[config.mk]
export PLATFORM = sky130hd
export DESIGN_NAME = flex_logic_cell
export DESIGN_NICKNAME = d
export VERILOG_FILES = /design/src/rtl/flc_pkg.sv /design/src/rtl/flc_lut.sv /design/src/rtl/flc_arith.sv /design/src/rtl/flc_regs.sv /design/src/rtl/flex_logic_cell.sv
export SDC_FILE = /design/constraint.sdc
export NUM_CORES = 1
export LEC_CHECK = 0
export ABC_CLOCK_PERIOD_IN_PS = 3680
export BUFFER_PORTS_ARGS = -buffer_cell sky130_fd_sc_hd__buf_2
export CAP_MARGIN = 5
export CORE_ASPECT_RATIO = 1.75
export CORE_UTILIZATION = 40
export CTS_BUF_LIST = sky130_fd_sc_hd__clkbuf_8
export DETAILED_ROUTE_END_ITERATION = 8
export GPL_TIMING_DRIVEN = 1
export PLACE_DENSITY = 0.75
export SYNTH_ARGS = -nofsm -noshare
export SYNTH_HDL_FRONTEND = slang
export SYNTH_SLANG_ARGS = --single-unit
[constraint.sdc]
create_clock -name clk -period 3.68 [get_ports clk]
set_input_delay 0.736 -clock clk [delete_from_list [all_inputs] [get_ports clk]]
set_output_delay 0.736 -clock clk [all_outputs]
set_load 0.1 [all_outputs]
[src/rtl/flc_pkg.sv]
package flc_pkg;
    typedef enum logic [1:0] {
        MODE_NORMAL   = 2'b00,
        MODE_EXTENDED = 2'b01,
        MODE_ARITH    = 2'b10,
        MODE_ILLEGAL  = 2'b11
    } cell_mode_e;

    localparam int DATA_W  = 8;
    localparam int MASK_W  = 64;
    localparam int IDX_A   = 0;
    localparam int IDX_B   = 1;
    localparam int IDX_C   = 2;
    localparam int IDX_D   = 3;
    localparam int IDX_E0  = 4;
    localparam int IDX_E1  = 5;
    localparam int IDX_F0  = 6;
    localparam int IDX_F1  = 7;
endpackage

[src/rtl/flc_lut.sv]
module flc_lut #(
    parameter int K = 4,
    localparam int ENTRIES = 1 << K
) (
    input  logic [ENTRIES-1:0] mask,
    input  logic [K-1:0]       sel,
    output logic               y
);
    assign y = mask[sel];
endmodule

[src/rtl/flc_arith.sv]
module flc_arith #(
    parameter int STAGES = 2
) (
    input  logic [STAGES-1:0] op_x,
    input  logic [STAGES-1:0] op_y,
    input  logic              cin,
    output logic [STAGES-1:0] sum,
    output logic              cout
);
    logic [STAGES:0] chain;

    assign chain[0] = cin;

    for (genvar s = 0; s < STAGES; s++) begin : g_fa
        assign sum[s]     = op_x[s] ^ op_y[s] ^ chain[s];
        assign chain[s+1] = (op_x[s] & op_y[s]) | (chain[s] & (op_x[s] ^ op_y[s]));
    end

    assign cout = chain[STAGES];
endmodule

[src/rtl/flc_regs.sv]
module flc_regs (
    input  logic clk,
    input  logic rst,
    input  logic en,
    input  logic d0,
    input  logic d1,
    output logic q0,
    output logic q1
);
    always_ff @(posedge clk) begin
        if (rst) begin
            q0 <= 1'b0;
            q1 <= 1'b0;
        end else if (en) begin
            q0 <= d0;
            q1 <= d1;
        end
    end
endmodule

[src/rtl/flex_logic_cell.sv]
module flex_logic_cell
    import flc_pkg::*;
(
    input  logic              clk,
    input  logic              rst,
    input  logic              en,
    input  logic [1:0]        cfg_mode,
    input  logic [MASK_W-1:0] cfg_mask,
    input  logic              cfg_pack0,
    input  logic              cfg_pack1,
    input  logic              cfg_pack1_alt,
    input  logic [DATA_W-1:0] data_in,
    input  logic              carry_in,
    output logic              comb0,
    output logic              comb1,
    output logic              carry_out,
    output logic              q0,
    output logic              q1
);
    localparam int K6       = 6;
    localparam int K5       = K6 - 1;
    localparam int K4       = K6 - 2;
    localparam int N4       = 4;
    localparam int STAGES   = N4 / 2;
    localparam int HALF_W   = MASK_W / 2;
    localparam int QUART_W  = MASK_W / N4;

    cell_mode_e mode;
    assign mode = cell_mode_e'(cfg_mode);

    logic a, b, c, d, e0, e1, f0, f1;
    assign a  = data_in[IDX_A];
    assign b  = data_in[IDX_B];
    assign c  = data_in[IDX_C];
    assign d  = data_in[IDX_D];
    assign e0 = data_in[IDX_E0];
    assign e1 = data_in[IDX_E1];
    assign f0 = data_in[IDX_F0];
    assign f1 = data_in[IDX_F1];

    // Normal mode: one six-input table.
    logic y6;
    flc_lut #(.K(K6)) u_lut6 (
        .mask (cfg_mask),
        .sel  ({f1, e1, d, c, b, a}),
        .y    (y6)
    );

    // Extended mode: two five-input tables sharing a..d, selected by f0.
    logic y5_lo, y5_hi, y7;
    flc_lut #(.K(K5)) u_lut5_lo (
        .mask (cfg_mask[HALF_W-1:0]),
        .sel  ({e0, d, c, b, a}),
        .y    (y5_lo)
    );
    flc_lut #(.K(K5)) u_lut5_hi (
        .mask (cfg_mask[MASK_W-1:HALF_W]),
        .sel  ({e1, d, c, b, a}),
        .y    (y5_hi)
    );
    assign y7 = f0 ? y5_hi : y5_lo;

    // Arithmetic mode: four four-input tables as pre-adder logic.
    logic [N4-1:0] y4;
    for (genvar g = 0; g < N4; g++) begin : g_lut4
        logic [K4-1:0] sel4;
        if (g < N4 / 2) begin : g_low
            assign sel4 = {d, c, b, a};
        end else begin : g_high
            assign sel4 = {f1, e1, d, c};
        end
        flc_lut #(.K(K4)) u_lut4 (
            .mask (cfg_mask[g*QUART_W +: QUART_W]),
            .sel  (sel4),
            .y    (y4[g])
        );
    end

    logic [STAGES-1:0] add_x, add_y, add_sum;
    logic              add_cout;
    for (genvar s = 0; s < STAGES; s++) begin : g_ops
        assign add_x[s] = y4[2*s];
        assign add_y[s] = y4[2*s+1];
    end

    flc_arith #(.STAGES(STAGES)) u_arith (
        .op_x (add_x),
        .op_y (add_y),
        .cin  (carry_in),
        .sum  (add_sum),
        .cout (add_cout)
    );

    // Output and register-source selection per mode.
    logic r0_d, r1_d;
    always_comb begin
        comb0     = 1'b0;
        comb1     = 1'b0;
        carry_out = 1'b0;
        r0_d      = 1'b0;
        r1_d      = 1'b0;
        unique case (mode)
            MODE_NORMAL: begin
                comb0 = y6;
                r0_d  = cfg_pack0 ? e0 : y6;
                if (cfg_pack1) begin
                    r1_d = (cfg_pack1_alt && cfg_pack0) ? f1 : f0;
                end
            end
            MODE_EXTENDED: begin
                comb0 = y7;
                r0_d  = cfg_pack0 ? f1 : y7;
            end
            MODE_ARITH: begin
                comb0     = add_sum[0];
                comb1     = add_sum[STAGES-1];
                carry_out = add_cout;
                r0_d      = cfg_pack0 ? e0 : add_sum[0];
                r1_d      = cfg_pack1 ? f0 : add_sum[STAGES-1];
            end
            MODE_ILLEGAL: begin
                comb0 = 1'b0;
            end
        endcase
    end

    flc_regs u_regs (
        .clk (clk),
        .rst (rst),
        .en  (en),
        .d0  (r0_d),
        .d1  (r1_d),
        .q0  (q0),
        .q1  (q1)
    );
endmodule

==> summary.txt, run 1 <==
Met1 routing resource usage after global routing -> 25.95%
Number of violations reported at the end of detailed-routing iteration 0 -> 35
Die Wd -> 44.11 um
Minimum setup slack in the final design -> 0.1293 ns
Syn-to-layout area delta -> 50.81%
GR met3 Demand/Resource -> 0.7109%
Critical path data required time -> 2.94 ns
Average wire per standard cell -> 14.54 um
Post-synth top area share -> 27.42%
Site row count -> 26
Number of max-slew violations in the final report -> 0
Number of maximum-capacitance violations -> 0
Cell family contributing the most delay on the critical path -> multiplexers
Buffers added on ports -> 85
Number of synthesized flops with an enable pin -> 0
Via count of the first global-routing pass -> 1,381
Final layout net count -> 317
Count of placed standard cells including taps -> 257
Standard cell with the maximum stage delay on the critical path -> sky130_fd_sc_hd__mux4_2
Synthesis-stage register bit count -> 2
H-Tree Depth -> 1
Area of the die -> 3339 um2
Total global routing track utilization -> 22.67%
Number of instances in the synthesized netlist -> 139
Number of iterations in the first detailed-routing pass -> 8
Cell types with the largest area share after synthesis -> sky130_fd_sc_hd__mux2i_1, sky130_fd_sc_hd__mux4_2, sky130_fd_sc_hd__mux4_1, sky130_fd_sc_hd__a22oi_1, sky130_fd_sc_hd__buf_6
Global-route wire length before repair -> 5816 um
Maximum clock rate -> 281.6 MHz
Antenna Diode Count -> 0
Post-layout utilization of the core -> 63.93%
Total setup buffers inserted after CTS -> 0
Most frequent CP cell -> sky130_fd_sc_hd__mux4_2
Power per Cell Area -> 208.3 nW/um2
Routed Wire Length -> 3780 um
Total power -> 0.3899 mW
Status -> finished, violations left
Setup Crit Path Kind -> in2out
Total number of vias -> 1,489
Cts bufs inserted -> 3
Worst hold path type -> reg2reg
Warnings, synthesis -> 0
Mapped Area -> 1241 um2
Max_slew headroom -> 67.60%
Pre-CTS setup slack -> -0.05114 ns
Multi-input gate area in the final layout -> 1142 um2
Insertion delay to the later sink of the worst-skew pair -> 0.21 ns
Half-perimeter wire length of the detailed placement result -> 3264 um
CTS tree -> yes
CTS Sinks -> 2
Max stage delay on crit path -> 0.47 ns
Pin count of the biggest net entering global routing -> 17
Critical path peak fanout -> 15
Violations in the final reports -> design-rule violations
Boundary Pins -> 86
Leakage power summed over all cells -> 0.9576 nW
Number of fill cells -> 265
Mean post-synth cell area -> 8.929 um2
Period Utilization, post-route -> 96.49%
Type of origin of the critical path -> input port
Number of cells in the finished layout apart from fillers -> 260
Sequential element share of the synthesized area -> 3.226%
Final count of negative-setup-slack endpoints -> 0
Leading post-synthesis cells by instance count -> sky130_fd_sc_hd__mux2i_1, sky130_fd_sc_hd__a22oi_1, sky130_fd_sc_hd__nor2_1, sky130_fd_sc_hd__nand2_1, sky130_fd_sc_hd__mux4_2
Clock Skews -> 0 ns
Global-route congestion overflow total -> 0
Detail-routed via count per cell -> 5.727
Initial antenna violation count -> 0
Effective utilization at floorplan -> 42.39%
Met2 track demand over resource -> 44.44%
Number of distinct library cell variants in the gate-level netlist after synthesis -> 37
Deepest clock path buffer count -> 2
Slew @ Worst Pin -> 0.4894 ns
Count of endpoints failing hold in the final timing report -> 0
Syn nets -> 222
Critical-path cell list -> buf_6 > buf_4 > mux4_2 > mux4_2 > inv_1 > fa_2 > nor2_4 > buf_12
Buffers & Inverters on Critical Path -> 4
Top FF cell, synth -> sky130_fd_sc_hd__dfxtp_1
Most numerous cell in the Yosys netlist -> sky130_fd_sc_hd__mux2i_1
CORE AREA -> 2928 um2
Y dimension of the die -> 75.69 um
Highest ir drop seen on vdd -> 0.1767 mV
Combined flip-flop and latch cell area -> 40.04 um2
Data arrival time of the critical path -> 2.81 ns
Post-synth top area cell -> sky130_fd_sc_hd__mux2i_1
Fraction of registers with async set/reset -> 0%
Reg clk slew, reported paths -> 0.03 ns
Final worst path period need -> 3.551 ns
Residual antenna-violating net count after detailed routing -> 0
Layer with the highest usage after global routing -> met2
Worst Setup End Kind -> output port
Detailed-route DRC error count -> 4
Fraction of layout instances using a drive strength above 1 -> 52.16%
RD Place Congestion -> 0.8808
Root Buffer Master -> sky130_fd_sc_hd__clkbuf_8
Unrepaired setup endpoints after global routing -> false
==> tightest hold or removal path, cell delays in order, from the launching register on <==
cell                      delay (ns)
sky130_fd_sc_hd__dfxtp_1        0.31
sky130_fd_sc_hd__mux2i_1        0.06
sky130_fd_sc_hd__nor2_1         0.07
==> kinds of logic (layout without fill, tap and decap cells) <==
group	Yosys count	after routing	share of synthesized area [%]
simple gates	46	46	20.46
buf+inv	14	107	8.366
flops	2	2	3.226
compound gates	30	30	17.04
fa+ha+maj	2	2	3.226
mux	45	45	47.68
==> registers in the layout, indices dropped and copies added (netlist names) <==
signal,count
u_regs.q1,1
u_regs.q0,1
==> stage by stage <==
step | area (um2) | hold slack, ns | setup TNS (ns)
after floorplan | 1323 | 0.8084 | 0
after global placement | 1817 | 0.4709 | -0.01122
after detailed placement | 1817 | 0.4773 | -0.05114
after CTS | 1861 | 0.4839 | 0
after global routing | 1872 | 0.5195 | 0
final | 1872 | 0.4809 | 0
==> power by group <==
part / internal [mW] / switching (mW)
Clock: 0.0690 / 0.0155
Combinational: 0.137 / 0.145
Sequential: 0.0232 / 0.000432
Total: 0.229 / 0.160
==> final cells by class <==
class,instances,area share (%)
sequential,2,2.139
clock buffer,3,2.206
multi-input combinational,123,61.03
timing repair buffer,101,32.15
inverter,3,0.6016
tap,28,1.872
==> routing by layer <==
metal,up-vias,wire (um)
met2,51,2168
met1,685,1409
li1,747,-
met3,6,159
met4,0,43
met5,-,0
==> what timing repair did <==
action,in CTS,in global routing
resized for setup,1,4
setup endpoints to repair,2,3
hold buffers,0,0
pin swaps,0,1
==> worst paths after layout <==
check | from | slack, ns | end | cells past startpoint
setup reg to reg | u_regs.q0$_SDFFE_PP0P_ | 2.87 | u_regs.q0$_SDFFE_PP0P_ | 3
hold / removal | u_regs.q1$_SDFFE_PP0P_ | 0.48 | u_regs.q1$_SDFFE_PP0P_ | 2
hold reg to reg | u_regs.q1$_SDFFE_PP0P_ | 0.48 | u_regs.q1$_SDFFE_PP0P_ | 2
setup / recovery | data_in[2] | 0.13 | comb1 | 8
==> layout by cell type (no fill, tap or decap), types with 3 or more instances in the layout <==
master / synthesis / layout
sky130_fd_sc_hd__nand3_1: 3 / 3
sky130_fd_sc_hd__inv_1: 3 / 3
sky130_fd_sc_hd__mux4_1: 4 / 4
sky130_fd_sc_hd__nor2b_1: 5 / 4
sky130_fd_sc_hd__nor2_1: 12 / 10
sky130_fd_sc_hd__mux2i_1: 34 / 34
sky130_fd_sc_hd__nand2_1: 8 / 8
sky130_fd_sc_hd__nand4_1: 3 / 3
sky130_fd_sc_hd__buf_12: 1 / 3
sky130_fd_sc_hd__a22oi_1: 13 / 10
sky130_fd_sc_hd__mux4_2: 6 / 6
sky130_fd_sc_hd__nand4b_1: 4 / 4
sky130_fd_sc_hd__a31oi_1: 3 / 3
sky130_fd_sc_hd__clkbuf_8: 0 / 3
sky130_fd_sc_hd__buf_4: 1 / 16
sky130_fd_sc_hd__a22oi_2: 0 / 3
sky130_fd_sc_hd__buf_2: 1 / 79
sky130_fd_sc_hd__a21oi_1: 5 / 5
No activity file was read; power rests on OpenSTA's default activity.
==> run 2: changes to the inputs <==
- CTS_BUF_LIST: sky130_fd_sc_hd__clkbuf_8 -> sky130_fd_sc_hd__clkbuf_4
==> summary.txt, run 2 (same netlist as run 1, synthesis figures left out) <==
Period Utilization, post-route -> 96.57% (was 96.49%)
Max stage delay on crit path -> 0.47 ns (about the same)
Syn-to-layout area delta -> 49.29% (was 50.81%)
Slew @ Worst Pin -> 0.4894 ns (about the same)
Global-route wire length before repair -> 5830 um (was 5816 um)
Post-detailed-placement cell area -> 1817 um2 (unchanged)
RD Place Congestion -> 0.8808 (unchanged)
Worst Setup End Kind -> output port (unchanged)
WHS -> 0.4801 ns (was 0.4809 ns)
Detailed-route DRC error count -> 4 (unchanged)
Via count of the first global-routing pass -> 1,377 (was 1,381)
Residual antenna-violating net count after detailed routing -> 0 (unchanged)
Initial antenna violation count -> 0 (unchanged)
Final count of negative-setup-slack endpoints -> 0 (unchanged)
Cts bufs inserted -> 3 (unchanged)
Most used cells in the layout excluding fill and tap cells -> sky130_fd_sc_hd__buf_2, sky130_fd_sc_hd__mux2i_1, sky130_fd_sc_hd__buf_4, sky130_fd_sc_hd__nor2_1, sky130_fd_sc_hd__a22oi_1 (unchanged)
Antenna Diode Count -> 0 (unchanged)
Worst hold path type -> reg2reg (unchanged)
CORE AREA -> 2928 um2 (unchanged)
Total power -> 0.3525 mW (was 0.3899 mW)
Pin count of the biggest net entering global routing -> 17 (unchanged)
Site row count -> 26 (unchanged)
Average wire per standard cell -> 14.47 um (was 14.54 um)
Total negative setup slack -> 0 ns (unchanged)
H-Tree Depth -> 1 (unchanged)
Buffers added on ports -> 85 (unchanged)
Number of maximum-capacitance violations -> 0 (unchanged)
CTS Sinks -> 2 (unchanged)
Setup Crit Path Kind -> in2out (unchanged)
CTS tree -> yes (unchanged)
Total setup buffers inserted after CTS -> 0 (unchanged)
Total number of vias -> 1,513 (was 1,489)
Post-Layout Inst Area -> 1853 um2 (was 1872 um2)
Unrepaired setup endpoints after global routing -> false (unchanged)
Max_slew headroom -> 67.60% (about the same)
Number of max-slew violations in the final report -> 0 (unchanged)
Boundary Pins -> 86 (unchanged)
Cell family contributing the most delay on the critical path -> multiplexers (unchanged)
Count of endpoints failing hold in the final timing report -> 0 (unchanged)
Half-perimeter wire length of the detailed placement result -> 3264 um (unchanged)
Routed Wire Length -> 3762 um (was 3780 um)
Final layout net count -> 317 (unchanged)
Fraction of layout instances using a drive strength above 1 -> 52.16% (unchanged)
Most frequent CP cell -> sky130_fd_sc_hd__mux4_2 (unchanged)
Critical path data required time -> 2.94 ns (about the same)
Effective utilization at floorplan -> 42.39% (unchanged)
Global-route congestion overflow total -> 0 (unchanged)
Die Wd -> 44.11 um (unchanged)
Reg clk slew, reported paths -> 0.03 ns (about the same)
Number of violations reported at the end of detailed-routing iteration 0 -> 40 (was 35)
Biggest registers after layout -> u_regs.q0 x1, u_regs.q1 x1 (unchanged)
Deepest clock path buffer count -> 2 (unchanged)
Power per Cell Area -> 190.2 nW/um2 (was 208.3 nW/um2)
Number of fill cells -> 268 (was 265)
Maximum clock rate -> 281.4 MHz (was 281.6 MHz)
Critical-path cell list -> buf_6 > buf_4 > mux4_2 > mux4_2 > inv_1 > fa_2 > nor2_4 > buf_12 (unchanged)
Highest ir drop seen on vdd -> 0.1187 mV (was 0.1767 mV)
Insertion delay to the later sink of the worst-skew pair -> 0.22 ns (was 0.21 ns)
Buffers & Inverters on Critical Path -> 4 (unchanged)
Clock Skews -> 0 ns (unchanged)
Area of the die -> 3339 um2 (unchanged)
Data arrival time of the critical path -> 2.82 ns (was 2.81 ns)
Critical path peak fanout -> 15 (unchanged)
Number of iterations in the first detailed-routing pass -> 8 (unchanged)
Final worst path period need -> 3.554 ns (was 3.551 ns)
Total global routing track utilization -> 22.62% (was 22.67%)
Leading cell type in the layout, fill and taps excluded -> sky130_fd_sc_hd__buf_2 (unchanged)
Root Buffer Master -> sky130_fd_sc_hd__clkbuf_4 (was sky130_fd_sc_hd__clkbuf_8)
Leakage power summed over all cells -> 0.9498 nW (was 0.9576 nW)
Detail-routed via count per cell -> 5.819 (was 5.727)
CTS hold repair buffers -> 0 (unchanged)
Y dimension of the die -> 75.69 um (unchanged)
Status -> finished, violations left (unchanged)
Standard cell with the maximum stage delay on the critical path -> sky130_fd_sc_hd__mux4_2 (unchanged)
Violations in the final reports -> design-rule violations (unchanged)
Type of origin of the critical path -> input port (unchanged)
run 2: cell counts in the layout (fill, tap and decap cells not counted):
No cell type changed its count.
run 2: worst paths after layout:
check	slack [ns]	cells after the start	startpoint	endpoint
worst min register to register	0.48	2	u_regs.q1$_SDFFE_PP0P_	u_regs.q1$_SDFFE_PP0P_
worst min-delay path	0.48	2	u_regs.q1$_SDFFE_PP0P_	u_regs.q1$_SDFFE_PP0P_
worst max register to register	2.87	3	u_regs.q0$_SDFFE_PP0P_	u_regs.q0$_SDFFE_PP0P_
worst max-delay path	0.13	8	data_in[2]	comb1
run 2: tightest hold or removal path, cell delays in order (launching register included):
cell and delay (ns):
sky130_fd_sc_hd__dfxtp_1 0.31, sky130_fd_sc_hd__mux2i_1 0.06, sky130_fd_sc_hd__nor2_1 0.07
run 2: final cells by class:
class,count,area (um2),area share [%]
clock buffer,3,22.52,1.215
inverter,3,11.26,0.6077
multi-input combinational,123,1142,61.65
sequential,2,40.04,2.161
tap,28,35.03,1.891
timing repair buffer,101,601.8,32.48
run 2: power breakdown:
| part | switching, mW | internal, mW | leakage [nW] |
|---|---|---|---|
| combinational | 0.145 | 0.137 | 0.920 |
| clock | 0.0113 | 0.0359 | 0.0138 |
| sequential | 0.000431 | 0.0232 | 0.0163 |
| total | 0.156 | 0.196 | 0.950 |
run 2: through the flow:
| step | setup WS [ns] | util, % | instances |
|---|---|---|---|
| 2_1_floorplan | 0.0004166 | - | 139 |
| 3_3_place_gp | -0.01122 | 62.05 | 257 |
| 3_5_place_dp | -0.05114 | 62.05 | 257 |
| 4_1_cts | 0.02138 | 62.91 | 260 |
| 5_1_grt | 0.001418 | 63.29 | 260 |
| 6_report | 0.1263 | 63.29 | 260 |
run 2: metal layers:
layer	wire length, um	GRT usage (%)
met5	0	0
met4	45	4.040
met3	163	1.422
met2	2162	44.44
met1	1390	26.25
run 2: timing repair:
action | in CTS | in global routing
pin swaps | 0 | 1
gates resized for setup | 1 | 4
endpoints found under the setup margin | 2 | 3
==> run 3: changes to the inputs <==
- CORE_UTILIZATION: 40 -> 43
- CTS_CLUSTER_DIAMETER: default -> 40
- PLACE_DENSITY: 0.75 -> 0.8
==> summary.txt, run 3 (same netlist as run 1, synthesis figures left out) <==
Number of iterations in the first detailed-routing pass -> 4 (was 8)
Type of origin of the critical path -> input port (unchanged)
Share of total power consumed by net switching -> 45.46% (was 44.33%)
Global-route congestion overflow total -> 0 (unchanged)
Site row count -> 25 (was 26)
Cts bufs inserted -> 3 (unchanged)
Most used cells in the layout excluding fill and tap cells -> sky130_fd_sc_hd__buf_2, sky130_fd_sc_hd__mux2i_1, sky130_fd_sc_hd__buf_4, sky130_fd_sc_hd__nor2_1, sky130_fd_sc_hd__a22oi_1 (unchanged)
Final worst path period need -> 3.586 ns (was 3.554 ns)
Flop pwr share -> 6.7% (about the same)
Antenna Diode Count -> 0 (unchanged)
Half-perimeter wire length of the detailed placement result -> 3208 um (was 3264 um)
CTS tree -> yes (unchanged)
Residual antenna-violating net count after detailed routing -> 0 (unchanged)
Number of violations reported at the end of detailed-routing iteration 0 -> 39 (was 40)
RD Place Congestion -> 0.8410 (was 0.8808)
Number of maximum-capacitance violations -> 0 (unchanged)
CTS hold repair buffers -> 0 (unchanged)
Area of the die -> 3114 um2 (was 3339 um2)
Setup Crit Path Kind -> in2out (unchanged)
Number of max-slew violations in the final report -> 0 (unchanged)
Detail-routed via count per cell -> 5.965 (was 5.819)
Final count of negative-setup-slack endpoints -> 0 (unchanged)
Routed Wire Length -> 3768 um (was 3762 um)
Count of endpoints failing hold in the final timing report -> 0 (unchanged)
Detailed-route DRC error count -> 0 (was 4)
Leakage power summed over all cells -> 0.9359 nW (was 0.9498 nW)
Boundary Pins -> 86 (unchanged)
Syn-to-layout area delta -> 46.98% (was 49.29%)
Average wire per standard cell -> 14.72 um (was 14.47 um)
Critical path peak fanout -> 16 (was 15)
Cell Int Power -> 0.1915 mW (was 0.1962 mW)
Proportion of power drawn by the clock network -> 14.8% (was 13.4%)
Insertion delay to the later sink of the worst-skew pair -> 0.23 ns (was 0.22 ns)
H-Tree Depth -> 1 (unchanged)
Max_slew headroom -> 68.06% (was 67.60%)
Maximum clock rate -> 278.9 MHz (was 281.4 MHz)
Pre-CTS setup slack -> -0.08805 ns (was -0.05114 ns)
Leading cell type in the layout, fill and taps excluded -> sky130_fd_sc_hd__buf_2 (unchanged)
Minimum setup slack in the final design -> 0.09409 ns (was 0.1263 ns)
Effective utilization at floorplan -> 45.61% (was 42.39%)
Worst Setup End Kind -> output port (unchanged)
Worst hold path type -> reg2reg (unchanged)
Standard cell with the maximum stage delay on the critical path -> sky130_fd_sc_hd__fa_1 (was sky130_fd_sc_hd__mux4_2)
Total number of vias -> 1,527 (was 1,513)
Total power -> 0.3512 mW (was 0.3525 mW)
CORE AREA -> 2721 um2 (was 2928 um2)
Deepest clock path buffer count -> 2 (unchanged)
Status -> completed (was finished, violations left)
Pin count of the biggest net entering global routing -> 17 (unchanged)
Final layout net count -> 314 (was 317)
Global-route wire length before repair -> 6161 um (was 5830 um)
Critical path data required time -> 2.94 ns (about the same)
Die Wd -> 42.62 um (was 44.11 um)
Power per Cell Area -> 192.5 nW/um2 (was 190.2 nW/um2)
Via count of the first global-routing pass -> 1,506 (was 1,377)
Net Sw Power -> 0.1596 mW (was 0.1562 mW)
Initial antenna violation count -> 0 (unchanged)
Biggest registers after layout -> u_regs.q0 x1, u_regs.q1 x1 (unchanged)
Highest ir drop seen on vdd -> 0.1141 mV (was 0.1187 mV)
Combinational share of power -> 78.5% (was 79.9%)
Reg clk slew, reported paths -> 0.04 ns (was 0.03 ns)
Data arrival time of the critical path -> 2.85 ns (was 2.82 ns)
Critical-path cell list -> clkbuf_4 > and2b_1 > a22oi_1 > a31oi_1 > fa_2 > fa_1 > nor2_4 > buf_12 (was buf_6 > buf_4 > mux4_2 > mux4_2 > inv_1 > fa_2 > nor2_4 > buf_12)
Clock Skews -> 0 ns (unchanged)
Y dimension of the die -> 73.08 um (was 75.69 um)
Root Buffer Master -> sky130_fd_sc_hd__clkbuf_4 (unchanged)
Max stage delay on crit path -> 0.50 ns (was 0.47 ns)
Unrepaired setup endpoints after global routing -> false (unchanged)
Slew @ Worst Pin -> 0.4824 ns (was 0.4894 ns)
Period Utilization, post-route -> 97.44% (was 96.57%)
Total global routing track utilization -> 25.16% (was 22.62%)
Buffers added on ports -> 85 (unchanged)
Total setup buffers inserted after CTS -> 0 (unchanged)
Fraction of layout instances using a drive strength above 1 -> 51.09% (was 52.16%)
CTS Sinks -> 2 (unchanged)
==> run 3: cell count changes in the layout (fill, tap and decap cells not counted) <==
cell	before	now
sky130_fd_sc_hd__fa_1	0	1
sky130_fd_sc_hd__clkbuf_4	5	4
sky130_fd_sc_hd__fa_2	2	1
sky130_fd_sc_hd__buf_2	79	80
sky130_fd_sc_hd__buf_4	16	13
==> run 3: timing repair <==
action,in CTS,in global routing
pin swaps,0,2
setup endpoints to repair,3,3
gates resized for setup,1,2
==> run 3: critical path: cells and delay by family <==
kind | cells | cell delay (ns)
and+or+nand+nor | 2 | 0.33
buffers and inverters | 2 | 0.39
adders and majority gates | 2 | 0.90
AOI/OAI and AO/OA | 2 | 0.49
==> run 3: cell type report <==
cell class | instances | area, um2
sequential | 2 | 40.04
multi-input combinational | 123 | 1140
clock buffer | 3 | 22.52
inverter | 3 | 11.26
fill | 252 | 897.1
timing repair buffer | 98 | 576.8
tap | 27 | 33.78
==> run 3: path summary, 6_finish.rpt <==
| kind | end | cells after the start | start | slack, ns |
|---|---|---|---|---|
| max | comb1 | 8 | data_in[0] | 0.09 |
| min | u_regs.q1$_SDFFE_PP0P_ | 2 | u_regs.q1$_SDFFE_PP0P_ | 0.50 |
| max reg2reg | u_regs.q0$_SDFFE_PP0P_ | 3 | u_regs.q0$_SDFFE_PP0P_ | 2.88 |
| min reg2reg | u_regs.q1$_SDFFE_PP0P_ | 2 | u_regs.q1$_SDFFE_PP0P_ | 0.50 |
==> run 3: layer usage <==
metal | wire length, um | vias up | GRT usage [%]
met1 | 1307 | 722 | 25.19
li1 | - | 736 | -
met3 | 143 | 12 | 2.228
met2 | 2231 | 57 | 51.11
met5 | 0 | - | 0
met4 | 86 | 0 | 9.375
==> run 3: power by group through the flow <==
stage               registers [mW]  clock network (mW)  logic, mW
CTS                         0.0237              0.0538      0.275
floorplan                   0.0333                   0      0.174
detailed placement          0.0240                   0      0.274
finish                      0.0236              0.0518      0.276
global route                0.0238              0.0567      0.297
global placement            0.0239                   0      0.270
==> run 3: metrics by stage <==
stage / setup TNS [ns] / cells / utilization, % / hold slack, ns / instance area (um2)
2_1_floorplan: 0 / 139 / - / 0.8084 / 1323
3_3_place_gp: -0.03906 / 253 / 65.89 / 0.4812 / 1793
3_5_place_dp: -0.1437 / 253 / 65.89 / 0.4928 / 1793
4_1_cts: 0 / 256 / 66.80 / 0.5036 / 1818
5_1_grt: 0 / 256 / 67.03 / 0.5657 / 1824
6_report: 0 / 256 / 67.03 / 0.4958 / 1824
